`src/rtl/idm_pkg.sv`:
```
`timescale 1ns/1ps
package idm_pkg;
    localparam int BYTE_W = 8;
    localparam int IDX_W  = 7;
    localparam int BANK_W = 2;
    localparam int REG_W  = 3;
    localparam int POS_W  = 3;

    typedef enum logic [1:0] {
        SP_LOW   = 2'd0,
        SP_UPPER = 2'd1,
        SP_SFR   = 2'd2
    } space_e;

    typedef enum logic [1:0] {
        BOP_NONE = 2'b00,
        BOP_SET  = 2'b01,
        BOP_CLR  = 2'b10,
        BOP_PUT  = 2'b11
    } bit_op_e;

    typedef struct packed {
        space_e             space;
        logic [IDX_W-1:0]   idx;
    } loc_t;

    localparam logic [IDX_W-1:0]  STATUS_IDX  = 7'h50;  // direct D0H
    localparam logic [IDX_W-1:0]  STACK_IDX   = 7'h01;  // direct 81H
    localparam logic [BYTE_W-1:0] STACK_INIT  = 8'h07;
    localparam int                BANK_LO     = 3;
    localparam logic [IDX_W-1:0]  BITRAM_BASE = 7'h20;

    // Byte path: the top address bit picks low RAM or the upper range,
    // and the mode then separates upper RAM from the register window.
    function automatic loc_t map_byte(input logic [BYTE_W-1:0] a, input logic ind);
        loc_t l;
        l.idx = a[IDX_W-1:0];
        if (!a[BYTE_W-1])  l.space = SP_LOW;
        else if (ind)      l.space = SP_UPPER;
        else               l.space = SP_SFR;
        return l;
    endfunction

    function automatic loc_t map_reg(input logic [BANK_W-1:0] bank, input logic [REG_W-1:0] n);
        loc_t l;
        l.space = SP_LOW;
        l.idx   = {{(IDX_W-BANK_W-REG_W){1'b0}}, bank, n};
        return l;
    endfunction

    // Bit path: only the byte-select part of the bit address is needed here.
    function automatic loc_t map_bit(input logic [BYTE_W-1:POS_W] b);
        loc_t l;
        if (!b[BYTE_W-1]) begin
            l.space = SP_LOW;
            l.idx   = BITRAM_BASE + {{(IDX_W-4){1'b0}}, b[BYTE_W-2:POS_W]};
        end else begin
            l.space = SP_SFR;
            l.idx   = {b[BYTE_W-2:POS_W], {POS_W{1'b0}}};
        end
        return l;
    endfunction
endpackage

```
`src/rtl/idm_route.sv`:
```
`timescale 1ns/1ps
module idm_route
    import idm_pkg::*;
(
    input  logic [BYTE_W-1:0]     byte_addr,
    input  logic                  byte_ind,
    input  logic [REG_W-1:0]      reg_n,
    input  logic [BANK_W-1:0]     bank,
    input  logic [BYTE_W-1:POS_W] bit_byte_sel,
    output loc_t                  byte_loc,
    output loc_t                  reg_loc,
    output loc_t                  bit_loc
);
    always_comb begin
        byte_loc = map_byte(byte_addr, byte_ind);
        reg_loc  = map_reg(bank, reg_n);
        bit_loc  = map_bit(bit_byte_sel);
    end
endmodule

```
`src/rtl/idm_wsel.sv`:
```
`timescale 1ns/1ps
module idm_wsel
    import idm_pkg::*;
(
    input  logic              byte_we,
    input  loc_t              byte_loc,
    input  logic [BYTE_W-1:0] byte_wdata,
    input  logic              reg_we,
    input  loc_t              reg_loc,
    input  logic [BYTE_W-1:0] reg_wdata,
    input  logic [1:0]        bit_op,
    input  logic [POS_W-1:0]  bit_pos,
    input  logic              bit_wval,
    input  loc_t              bit_loc,
    input  logic [BYTE_W-1:0] bit_cur,
    output logic              wr_en,
    output loc_t              wr_loc,
    output logic [BYTE_W-1:0] wr_data,
    output logic              bit_val
);
    typedef struct packed {
        logic              en;
        loc_t              loc;
        logic [BYTE_W-1:0] data;
    } wreq_t;

    wreq_t             pick;
    logic [BYTE_W-1:0] merged;
    logic              new_bit;
    bit_op_e           op;

    always_comb begin
        op = bit_op_e'(bit_op);
        unique case (op)
            BOP_SET: new_bit = 1'b1;
            BOP_CLR: new_bit = 1'b0;
            BOP_PUT: new_bit = bit_wval;
            default: new_bit = bit_cur[bit_pos];
        endcase
        merged          = bit_cur;
        merged[bit_pos] = new_bit;

        if (byte_we)
            pick = '{en: 1'b1, loc: byte_loc, data: byte_wdata};
        else if (reg_we)
            pick = '{en: 1'b1, loc: reg_loc, data: reg_wdata};
        else if (op != BOP_NONE)
            pick = '{en: 1'b1, loc: bit_loc, data: merged};
        else
            pick = '{en: 1'b0, loc: byte_loc, data: byte_wdata};
    end

    assign wr_en   = pick.en;
    assign wr_loc  = pick.loc;
    assign wr_data = pick.data;
    assign bit_val = bit_cur[bit_pos];
endmodule

```
`src/rtl/idm_store.sv`:
```
`timescale 1ns/1ps
module idm_store
    import idm_pkg::*;
#(
    parameter int UPPER_BYTES = 128,
    parameter int NRD         = 3
) (
    input  logic              clk,
    input  logic              rst,
    input  loc_t              rd_loc  [NRD],
    output logic [BYTE_W-1:0] rd_data [NRD],
    input  logic              wr_en,
    input  loc_t              wr_loc,
    input  logic [BYTE_W-1:0] wr_data,
    output logic [BANK_W-1:0] bank_o
);
    localparam int WIN       = 1 << IDX_W;
    localparam bit HAS_UPPER = (UPPER_BYTES != 0);

    typedef struct packed {
        logic [WIN-1:0][BYTE_W-1:0] low;
        logic [WIN-1:0][BYTE_W-1:0] sfr;
    } core_t;

    core_t                      core_d, core_q;
    logic [WIN-1:0][BYTE_W-1:0] upper_q;

    always_comb begin
        core_d = core_q;
        if (wr_en && wr_loc.space == SP_LOW)
            core_d.low[wr_loc.idx] = wr_data;
        if (wr_en && wr_loc.space == SP_SFR)
            core_d.sfr[wr_loc.idx] = wr_data;
        if (rst) begin
            core_d.sfr            = '0;
            core_d.sfr[STACK_IDX] = STACK_INIT;
        end
    end

    always_ff @(posedge clk) core_q <= core_d;

    generate
        if (HAS_UPPER) begin : g_upper
            logic [WIN-1:0][BYTE_W-1:0] upper_d;
            always_comb begin
                upper_d = upper_q;
                if (wr_en && wr_loc.space == SP_UPPER)
                    upper_d[wr_loc.idx] = wr_data;
            end
            always_ff @(posedge clk) upper_q <= upper_d;
        end else begin : g_no_upper
            assign upper_q = '0;
        end
    endgenerate

    for (genvar i = 0; i < NRD; i++) begin : g_rd
        always_comb begin
            unique case (rd_loc[i].space)
                SP_LOW:   rd_data[i] = core_q.low[rd_loc[i].idx];
                SP_UPPER: rd_data[i] = upper_q[rd_loc[i].idx];
                SP_SFR:   rd_data[i] = core_q.sfr[rd_loc[i].idx];
                default:  rd_data[i] = '0;
            endcase
        end
    end

    assign bank_o = core_q.sfr[STATUS_IDX][BANK_LO +: BANK_W];

    // one edge of reset leaves status clear and stack at its start value
    assert_reset_values_R1: assert property (@(posedge clk)
        rst |=> (core_q.sfr[STATUS_IDX] == '0 && core_q.sfr[STACK_IDX] == STACK_INIT));

    // a committed low RAM write is visible at that index next cycle
    assert_low_write_R2: assert property (@(posedge clk) disable iff (rst)
        (wr_en && wr_loc.space == SP_LOW) |=> core_q.low[$past(wr_loc.idx)] == $past(wr_data));

    // a committed register-window write is visible next cycle
    assert_sfr_write_R3: assert property (@(posedge clk) disable iff (rst)
        (wr_en && wr_loc.space == SP_SFR) |=> core_q.sfr[$past(wr_loc.idx)] == $past(wr_data));
endmodule

```
`src/rtl/idm_unit.sv`:
```
`timescale 1ns/1ps
module idm_unit
    import idm_pkg::*;
#(
    parameter int UPPER_BYTES = 128
) (
    input  logic       clk,
    input  logic       rst,
    input  logic [7:0] byte_addr,
    input  logic       byte_indirect,
    input  logic       byte_we,
    input  logic [7:0] byte_wdata,
    output logic [7:0] byte_rdata,
    input  logic [2:0] reg_sel,
    input  logic       reg_we,
    input  logic [7:0] reg_wdata,
    output logic [7:0] reg_rdata,
    input  logic [7:0] bit_addr,
    input  logic [1:0] bit_op,
    input  logic       bit_wval,
    output logic       bit_rdata
);
    localparam int NRD    = 3;
    localparam int RD_BYT = 0;
    localparam int RD_REG = 1;
    localparam int RD_BIT = 2;

    loc_t              byte_loc, reg_loc, bit_loc;
    loc_t              rd_loc  [NRD];
    logic [BYTE_W-1:0] rd_data [NRD];
    logic [BANK_W-1:0] bank;
    logic              wr_en;
    loc_t              wr_loc;
    logic [BYTE_W-1:0] wr_data;

    idm_route u_route (
        .byte_addr    (byte_addr),
        .byte_ind     (byte_indirect),
        .reg_n        (reg_sel),
        .bank         (bank),
        .bit_byte_sel (bit_addr[BYTE_W-1:POS_W]),
        .byte_loc     (byte_loc),
        .reg_loc      (reg_loc),
        .bit_loc      (bit_loc)
    );

    assign rd_loc[RD_BYT] = byte_loc;
    assign rd_loc[RD_REG] = reg_loc;
    assign rd_loc[RD_BIT] = bit_loc;

    idm_store #(.UPPER_BYTES(UPPER_BYTES), .NRD(NRD)) u_store (
        .clk     (clk),
        .rst     (rst),
        .rd_loc  (rd_loc),
        .rd_data (rd_data),
        .wr_en   (wr_en),
        .wr_loc  (wr_loc),
        .wr_data (wr_data),
        .bank_o  (bank)
    );

    idm_wsel u_wsel (
        .byte_we    (byte_we),
        .byte_loc   (byte_loc),
        .byte_wdata (byte_wdata),
        .reg_we     (reg_we),
        .reg_loc    (reg_loc),
        .reg_wdata  (reg_wdata),
        .bit_op     (bit_op),
        .bit_pos    (bit_addr[POS_W-1:0]),
        .bit_wval   (bit_wval),
        .bit_loc    (bit_loc),
        .bit_cur    (rd_data[RD_BIT]),
        .wr_en      (wr_en),
        .wr_loc     (wr_loc),
        .wr_data    (wr_data),
        .bit_val    (bit_rdata)
    );

    assign byte_rdata = rd_data[RD_BYT];
    assign reg_rdata  = rd_data[RD_REG];

    // a byte write always owns the single write port
    assert_byte_first_R10: assert property (@(posedge clk) disable iff (rst)
        byte_we |-> (wr_en && wr_loc == byte_loc && wr_data == byte_wdata));

    // a lone bit operation alters at most one bit of its byte
    assert_bit_keeps_R9: assert property (@(posedge clk) disable iff (rst)
        (!byte_we && !reg_we && bit_op != 2'b00)
            |-> (wr_en && wr_loc == bit_loc && $countones(wr_data ^ rd_data[RD_BIT]) <= 1));

    // a status write moves the bank on the following cycle
    assert_bank_follow_R6: assert property (@(posedge clk) disable iff (rst)
        (wr_en && wr_loc.space == SP_SFR && wr_loc.idx == STATUS_IDX)
            |=> bank == $past(wr_data[BANK_LO +: BANK_W]));
endmodule

```
`config.mk`:
```
export PLATFORM = sky130hd
export DESIGN_NAME = idm_unit
export DESIGN_NICKNAME = d
export VERILOG_FILES = /design/src/rtl/idm_pkg.sv /design/src/rtl/idm_route.sv /design/src/rtl/idm_wsel.sv /design/src/rtl/idm_store.sv /design/src/rtl/idm_unit.sv
export SDC_FILE = /design/constraint.sdc
export NUM_CORES = 2
export LEC_CHECK = 0
export ABC_CLOCK_PERIOD_IN_PS = 20200
export BUFFER_PORTS_ARGS = -buffer_cell sky130_fd_sc_hd__buf_2
export CAP_MARGIN = 5
export CORE_ASPECT_RATIO = 1.25
export CORE_UTILIZATION = 50
export DETAILED_ROUTE_END_ITERATION = 12
export PLACE_DENSITY = 0.74
export SLEW_MARGIN = 0
export SYNTH_ARGS = -nofsm -noshare
export SYNTH_HDL_FRONTEND = slang
export SYNTH_SLANG_ARGS = --single-unit
```
`constraint.sdc`:
```
create_clock -name clk -period 20.2 [get_ports clk]
set_input_delay 4.04 -clock clk [delete_from_list [all_inputs] [get_ports clk]]
set_output_delay 4.04 -clock clk [all_outputs]
set_load 0.02 [all_outputs]
```
# ---- Word level (Yosys, flattened, before mapping)
# Cells that the tools add are included.
dict set report word_totals {
  reg_bits 3072
  elab_cells 443
  in_bits 43
  ramBits 0
  n_memories 0
  romBits 0
  output_inout_bits 17
  latchBits 0
}
dict set report op_classes {
  n_lt_le_gt_ge 7
  n_shift 0
  addsub 1
  n_reduce_logical 9
  bitwise 0
  eq_ne 9
  mul 0
  div 0
  mux 33
}
# cell n
set op_table {}
lappend op_table {{$bwmux W1024} 3}
lappend op_table {{$bmux W8 S7} 6}
lappend op_table {{$mux W8} 8}
lappend op_table {{$demux W8 S7} 1}
lappend op_table {{$mux W18} 3}
lappend op_table {{$pmux W8 S3} 2}
lappend op_table {{$bmux W8 S5} 1}
lappend op_table {{$lt A7 B8 Y1 const B} 3}
lappend op_table {{$eq A2 B2 Y1 const B} 5}
lappend op_table {{$mux W9} 1}
lappend op_table {{$bwmux W8} 1}
lappend op_table {{$eq A2 B1 Y1 const B} 4}
lappend op_table {{$lt A5 B8 Y1 const B} 1}
lappend op_table {{$add A6 B4 Y7 const A} 1}
lappend op_table {{$ge A7 B1 Y1 const B} 1}
lappend op_table {{$logic_not A2 Y1} 3}
lappend op_table {{$logic_and A1 B1 Y1} 5}
lappend op_table {{$lt A3 B4 Y1 const B} 1}
lappend op_table {{$mux W2} 2}
lappend op_table {{$bmux W1 S3} 1}
lappend op_table {{$demux W1 S3} 1}
lappend op_table {{$ge A3 B1 Y1 const B} 1}
lappend op_table {{$pmux W1 S3} 1}
lappend op_table {{$mux W1} 2}
lappend op_table {{$reduce_bool A2 Y1} 1}

# ---- Depth between registers and ports, before layout
dict set report logic_depth {
  word_depth 17
  ltp_mapped 17
  depth_no_buf 11
}

# ---- Modules after synthesis
# From an unflattened synthesis, not the netlist that was laid out.
dict set report hier_totals {
  cells_unflattened 12731
  area_unflattened_um2 174078.2
}
# module cells_each area_per_inst_um2 instances seq_area_each_um2
set by_module_without_submodules {}
lappend by_module_without_submodules {idm_store 12613 173279.9 1 81998.6}
lappend by_module_without_submodules {idm_wsel 90 584.3 1 0.0}
lappend by_module_without_submodules {idm_route 28 214.0 1 0.0}

# ---- Worst setup path after synthesis
# Ideal clock, no wire load.
dict set report synth_timing {
  kind {input to register}
  start {input port bit_addr[3]}
  end {register u_store.core_q[1030] (netlist name), data pin}
  n_path_buf 5
  required_ps 18014
  setup_slack_ps 1685
  cell_stages 15
  arrival_ps 16329
  setup_ps 2186
  cell_sequence {buf_4 > buf_6 > buf_2 > buf_2 > a211oi_1 > a21oi_1 > nand3_1 > a311oi_1 > a21oi_1 > and3_1 > o22a_1 > a31oi_4 > buf_4 > o21ai_0 > o21ai_0}
}
dict set report synth_via {
  elab_chain_len 13
  word_cells_on_any_way 22
  classes_between {1 x add/sub; 2 x order compare; 18 x mux; 1 x reduce/logical}
}
# item line_no
set synth_rtl {}
lappend synth_rtl {{from (decl)} idm_unit.sv:18} ;# input logic [7:0] bit_addr,
lappend synth_rtl {{$add A6 B4 Y7} idm_pkg.sv:56} ;# l.idx = BITRAM_BASE + {{(IDX_W-4){1'b0}}, b[BYTE_W-2:POS_W]};
lappend synth_rtl {{$mux W9 *} idm_pkg.sv:54} ;# if (!b[BYTE_W-1]) begin
lappend synth_rtl {{$bmux W8 S7 (on tied branches)} {idm_store.sv:61, idm_store.sv:59, idm_store.sv:60}}
lappend synth_rtl {{$mux W8 (on tied branches)} {idm_store.sv:61, idm_store.sv:59, idm_store.sv:60}}
lappend synth_rtl {{$pmux W8 S3 *} idm_store.sv:58} ;# unique case (rd_loc[i].space)
lappend synth_rtl {{$bmux W1 S3} idm_wsel.sv:38} ;# default: new_bit = bit_cur[bit_pos];
lappend synth_rtl {{$mux W1 (not written as such)} idm_wsel.sv:38}
lappend synth_rtl {{$pmux W1 S3} idm_wsel.sv:34} ;# unique case (op)
lappend synth_rtl {{$bwmux W8 *} idm_wsel.sv:41} ;# merged[bit_pos] = new_bit;
lappend synth_rtl {{$mux W18 *} idm_wsel.sv:47} ;# else if (op != BOP_NONE)
lappend synth_rtl {{$mux W18 *} idm_wsel.sv:45} ;# else if (reg_we)
lappend synth_rtl {{$mux W18 *} idm_wsel.sv:43} ;# if (byte_we)
lappend synth_rtl {{via u_store.wr_data[6]} idm_store.sv:14} ;# input logic [BYTE_W-1:0] wr_data,
lappend synth_rtl {{$bwmux W1024 *} idm_store.sv:31} ;# core_d.low[wr_loc.idx] = wr_data;
lappend synth_rtl {{to (signal assigned)} idm_store.sv:40} ;# always_ff @(posedge clk) core_q <= core_d;
lappend synth_rtl {{to (decl)} idm_store.sv:25} ;# core_t core_d, core_q;
# Mark *: on every way through the listed nets, which the timed path passes. The rest lies on a longest branch. The select of a mux whose other input is x is not followed.
# A chain may end at the register's enable or synchronous reset.

# ---- Worst setup path after layout
dict set report layout_timing {
  start {input port bit_addr[3]}
  end {output port bit_rdata}
}
dict set report layout_via {
  elab_chain_len 7
  word_cells_on_any_way 11
  classes_between {1 x add/sub; 10 x mux}
}
# item line_no
set layout_rtl {}
lappend layout_rtl {{$add A6 B4 Y7} idm_pkg.sv:56}
lappend layout_rtl {{$mux W9 *} idm_pkg.sv:54}
lappend layout_rtl {{$bmux W8 S7 (on tied branches)} {idm_store.sv:61, idm_store.sv:59, idm_store.sv:60}}
lappend layout_rtl {{$mux W8 (on tied branches)} {idm_store.sv:61, idm_store.sv:59, idm_store.sv:60}}
lappend layout_rtl {{$pmux W8 S3 *} idm_store.sv:58}
lappend layout_rtl {{$bmux W1 S3 *} idm_wsel.sv:56} ;# assign bit_val = bit_cur[bit_pos];
lappend layout_rtl {{$mux W1 (not written as such) *} idm_wsel.sv:56}
lappend layout_rtl {{to (decl)} idm_unit.sv:21} ;# output logic bit_rdata
# Every way passes the cells marked *; elsewhere a longest branch is shown, timed or not. The select of a mux whose other input is x is not followed.

==> metrics <==
Crit Reg-Reg Startpoint u_store.core_q[1386]; crit start category primary input; area grow syn2layout 9.893%; Max Cap Viol 0; Root Buffer clkbuf_16; Worst R2R Setup Slack 12.99 ns; fin crit share 68.68%; WHS 0.4972 ns; post-CTS setup buffers 0; Power Dens Cells 93.03 nW/µm²; Vias 86544; nets 8656; Gate Count Post-Synth 8903; Mapped Area 132800 µm²; Finished Layout Cells 12368; Fin. Hold Viols 0; hpwl dp 239.8 mm; # placed instances 11821; Synth area leaders edfxtp_1, mux4_2, dfxtp_1; crit path cell chain buf_8 -> buf_12 -> and2_1 -> nor2b_1 -> o221ai_1 -> a31oi_1 -> a211oi_1 -> nand3_1 -> a22oi_1 -> nand3_1 -> buf_2; Largest delay share family, worst path compound AO/OA/AOI/OAI gates; actual slew at the worst max-slew pin 1.449 ns; Critical Path RT 16.16 ns; crit path max fanout 115; Critical R2R Capture u_store.core_q[1253]; Data arrival, critical path 9.83 ns; Worst Reg-to-Reg Cells 13; DR DRC count 0; CTS tree yes; worst vdd ir 0.08151 mV; WL final 418.4 mm; Max clock buf depth 4; clock transition at the registers of the reported paths 0.06 ns; Skew-Pair Late Insertion Delay 0.90 ns; share of cells above drive strength 1 22.50%; 1st-iter DRT viols 12777; clock skew 0.09408 ns; die area 267700 µm²; hold path start u_store.core_q[425]; max-slew violation total from the final report 0; TritonCTS buffer count 301; Final Setup Violations 0; routability cong. 0.9467; synth cell count leaders edfxtp_1, nor2_1, mux4_2; Post-DRT Antenna Nets 0; port bufs 59; kind of critical path primary input to output port; CP peak stage delay 1.23 ns; status complete, no violations; crit path capture type output port; wire length of the first global-routing pass 600.7 mm; Final Util 55.22%; f_max 72.08 MHz; number of clock sinks 3072; wire per inst 33.83 µm; syn avg cell area 14.92 µm²; area share of the largest cell type after synthesis 46.31%; PostCTS Resize Cnt 0; post-layout power 13.58 mW; Tightest Hold Check Type register to register; drt pass-1 iters 6; synthesized flop and latch total 3072; unrepaired setup endpoints after global routing false; max_slew headroom 2.809%; Yosys cell types 72; initial core utilization 50.25%; number of core rows 211; CTS HTree Levels 5; core area 264300 µm²; Via-to-Cell Ratio 6.997; largest net degree at the start of global routing 257; Pleak 44.78 nW; async set-reset flop share out of synthesis 0%; post-layout min period 13.87 ns; EDFF count, synth 2048; gr usage total 30.69%; Slowest cell on crit path a211oi_1; syn nets 8946; Setup TNS Final 0 ns; Die Wd 462.9 µm; sequential-to-total area share from yosys stat 61.75%; initial antenna violation count 28; total of warnings raised by yosys 0; crit-path most repeated cell nand3_1; hold_buf cts 0; Overflow after GRT 0; area leader, netlist edfxtp_1; Die Ht 578.2 µm; dominant synthesized flop cell edfxtp_1; worst hold stages 2; Buf/Inv on CP 3; vias in the first global route 84440; Hold EP u_store.core_q[425]; I/O pin cnt 60; top-count cell post-synth edfxtp_1
[worst max path at each step]
stage	start	endpoint	slack, ns	cells after the start
2_1_floorplan	bit_addr[3]	u_store.core_q[1030]	1.68	15
5_1_grt	byte_addr[0]	byte_rdata[5]	6.25	10
3_5_place_dp	byte_addr[0]	byte_rdata[5]	6.48	10
3_3_place_gp	byte_addr[0]	byte_rdata[5]	6.46	10
6_report	bit_addr[3]	bit_rdata	6.33	11
4_1_cts	byte_addr[0]	byte_rdata[5]	6.46	10
[worst register-to-register path, stage by stage, from the launching register on]
cell,delay [ns]
edfxtp_1,0.37
mux2i_1,0.08
o21ai_0,0.51
a221oi_1,0.21
a211oi_1,0.70
a21oi_1,0.42
and3_1,0.37
o22a_1,0.27
a31oi_4,0.57
o21ai_0,0.30
o21ai_4,0.33
buf_4,0.56
buf_4,0.91
buf_4,1.08
[where the power goes]
group	internal, mW	leakage, nW	switching [mW]
Clock	3.29	4.80	2.48
Sequential	6.79	26.9	0.00865
Combinational	0.295	13.1	0.716
Total	10.4	44.8	3.20
[metal layers]
layer	routed length (µm)	track usage, %
met1	138100	36.71
met2	195600	48.54
met3	48260	7.792
met4	36220	22.24
met5	201	0
[cells by family after synthesis]
group	after synthesis	synth area share (%)
flops	3072	61.75
simple gates	1881	5.730
compound gates	1750	9.077
mux	1330	20.76
buf+inv	870	2.684
[placed cells by master, fill, tap and decap left out, types with 10 or more instances in the layout]
cell type   instances
a31oi_1            22
a211oi_1          912
a21oi_1           326
clkinvlp_4         10
mux2_2             55
nor3_1             16
o221ai_1           53
nand3_1            52
nor2b_1            53
inv_6              10
clkbuf_16         309
mux2i_1           136
buf_2              47
o21ai_0           113
nor2_1           1483
mux4_2           1133
nand2_1           153
edfxtp_1         2048
clkbuf_8           20
buf_12             21
dfxtp_1          1023
diode_2            11
buf_4             178
bufinv_16          32
o22ai_1           165
o211ai_1           14
clkinv_2           49
clkinv_1           44
clkbuf_1           51
nand2b_1           19
nor2_2             34
a221oi_1           47
inv_1              18
[sequential cells by signal, summed over array words and instances, names as in the netlist]
name / count
u_store.upper_q: 1024
u_store.bank_o: 2
u_store.core_q: 2046
[per-stage QoR]
stage,setup slack (ns),area (µm²)
global placement,6.462,136000
floorplan,1.685,132800
CTS,6.458,145900
detailed placement,6.476,136100
global route,6.253,145900
finish,6.327,145900
[layout make-up]
class	instances	area, µm²
clock inverters	153	1617
multi-input cells	4961	47490
diodes	11	27.53
well taps	3514	4397
inverters	22	82.58
repair buffers	255	2116
clock buffers	380	8199
fillers	19468	118300
flip-flops and latches	3072	82000
Power figures use the tool's default switching activity.
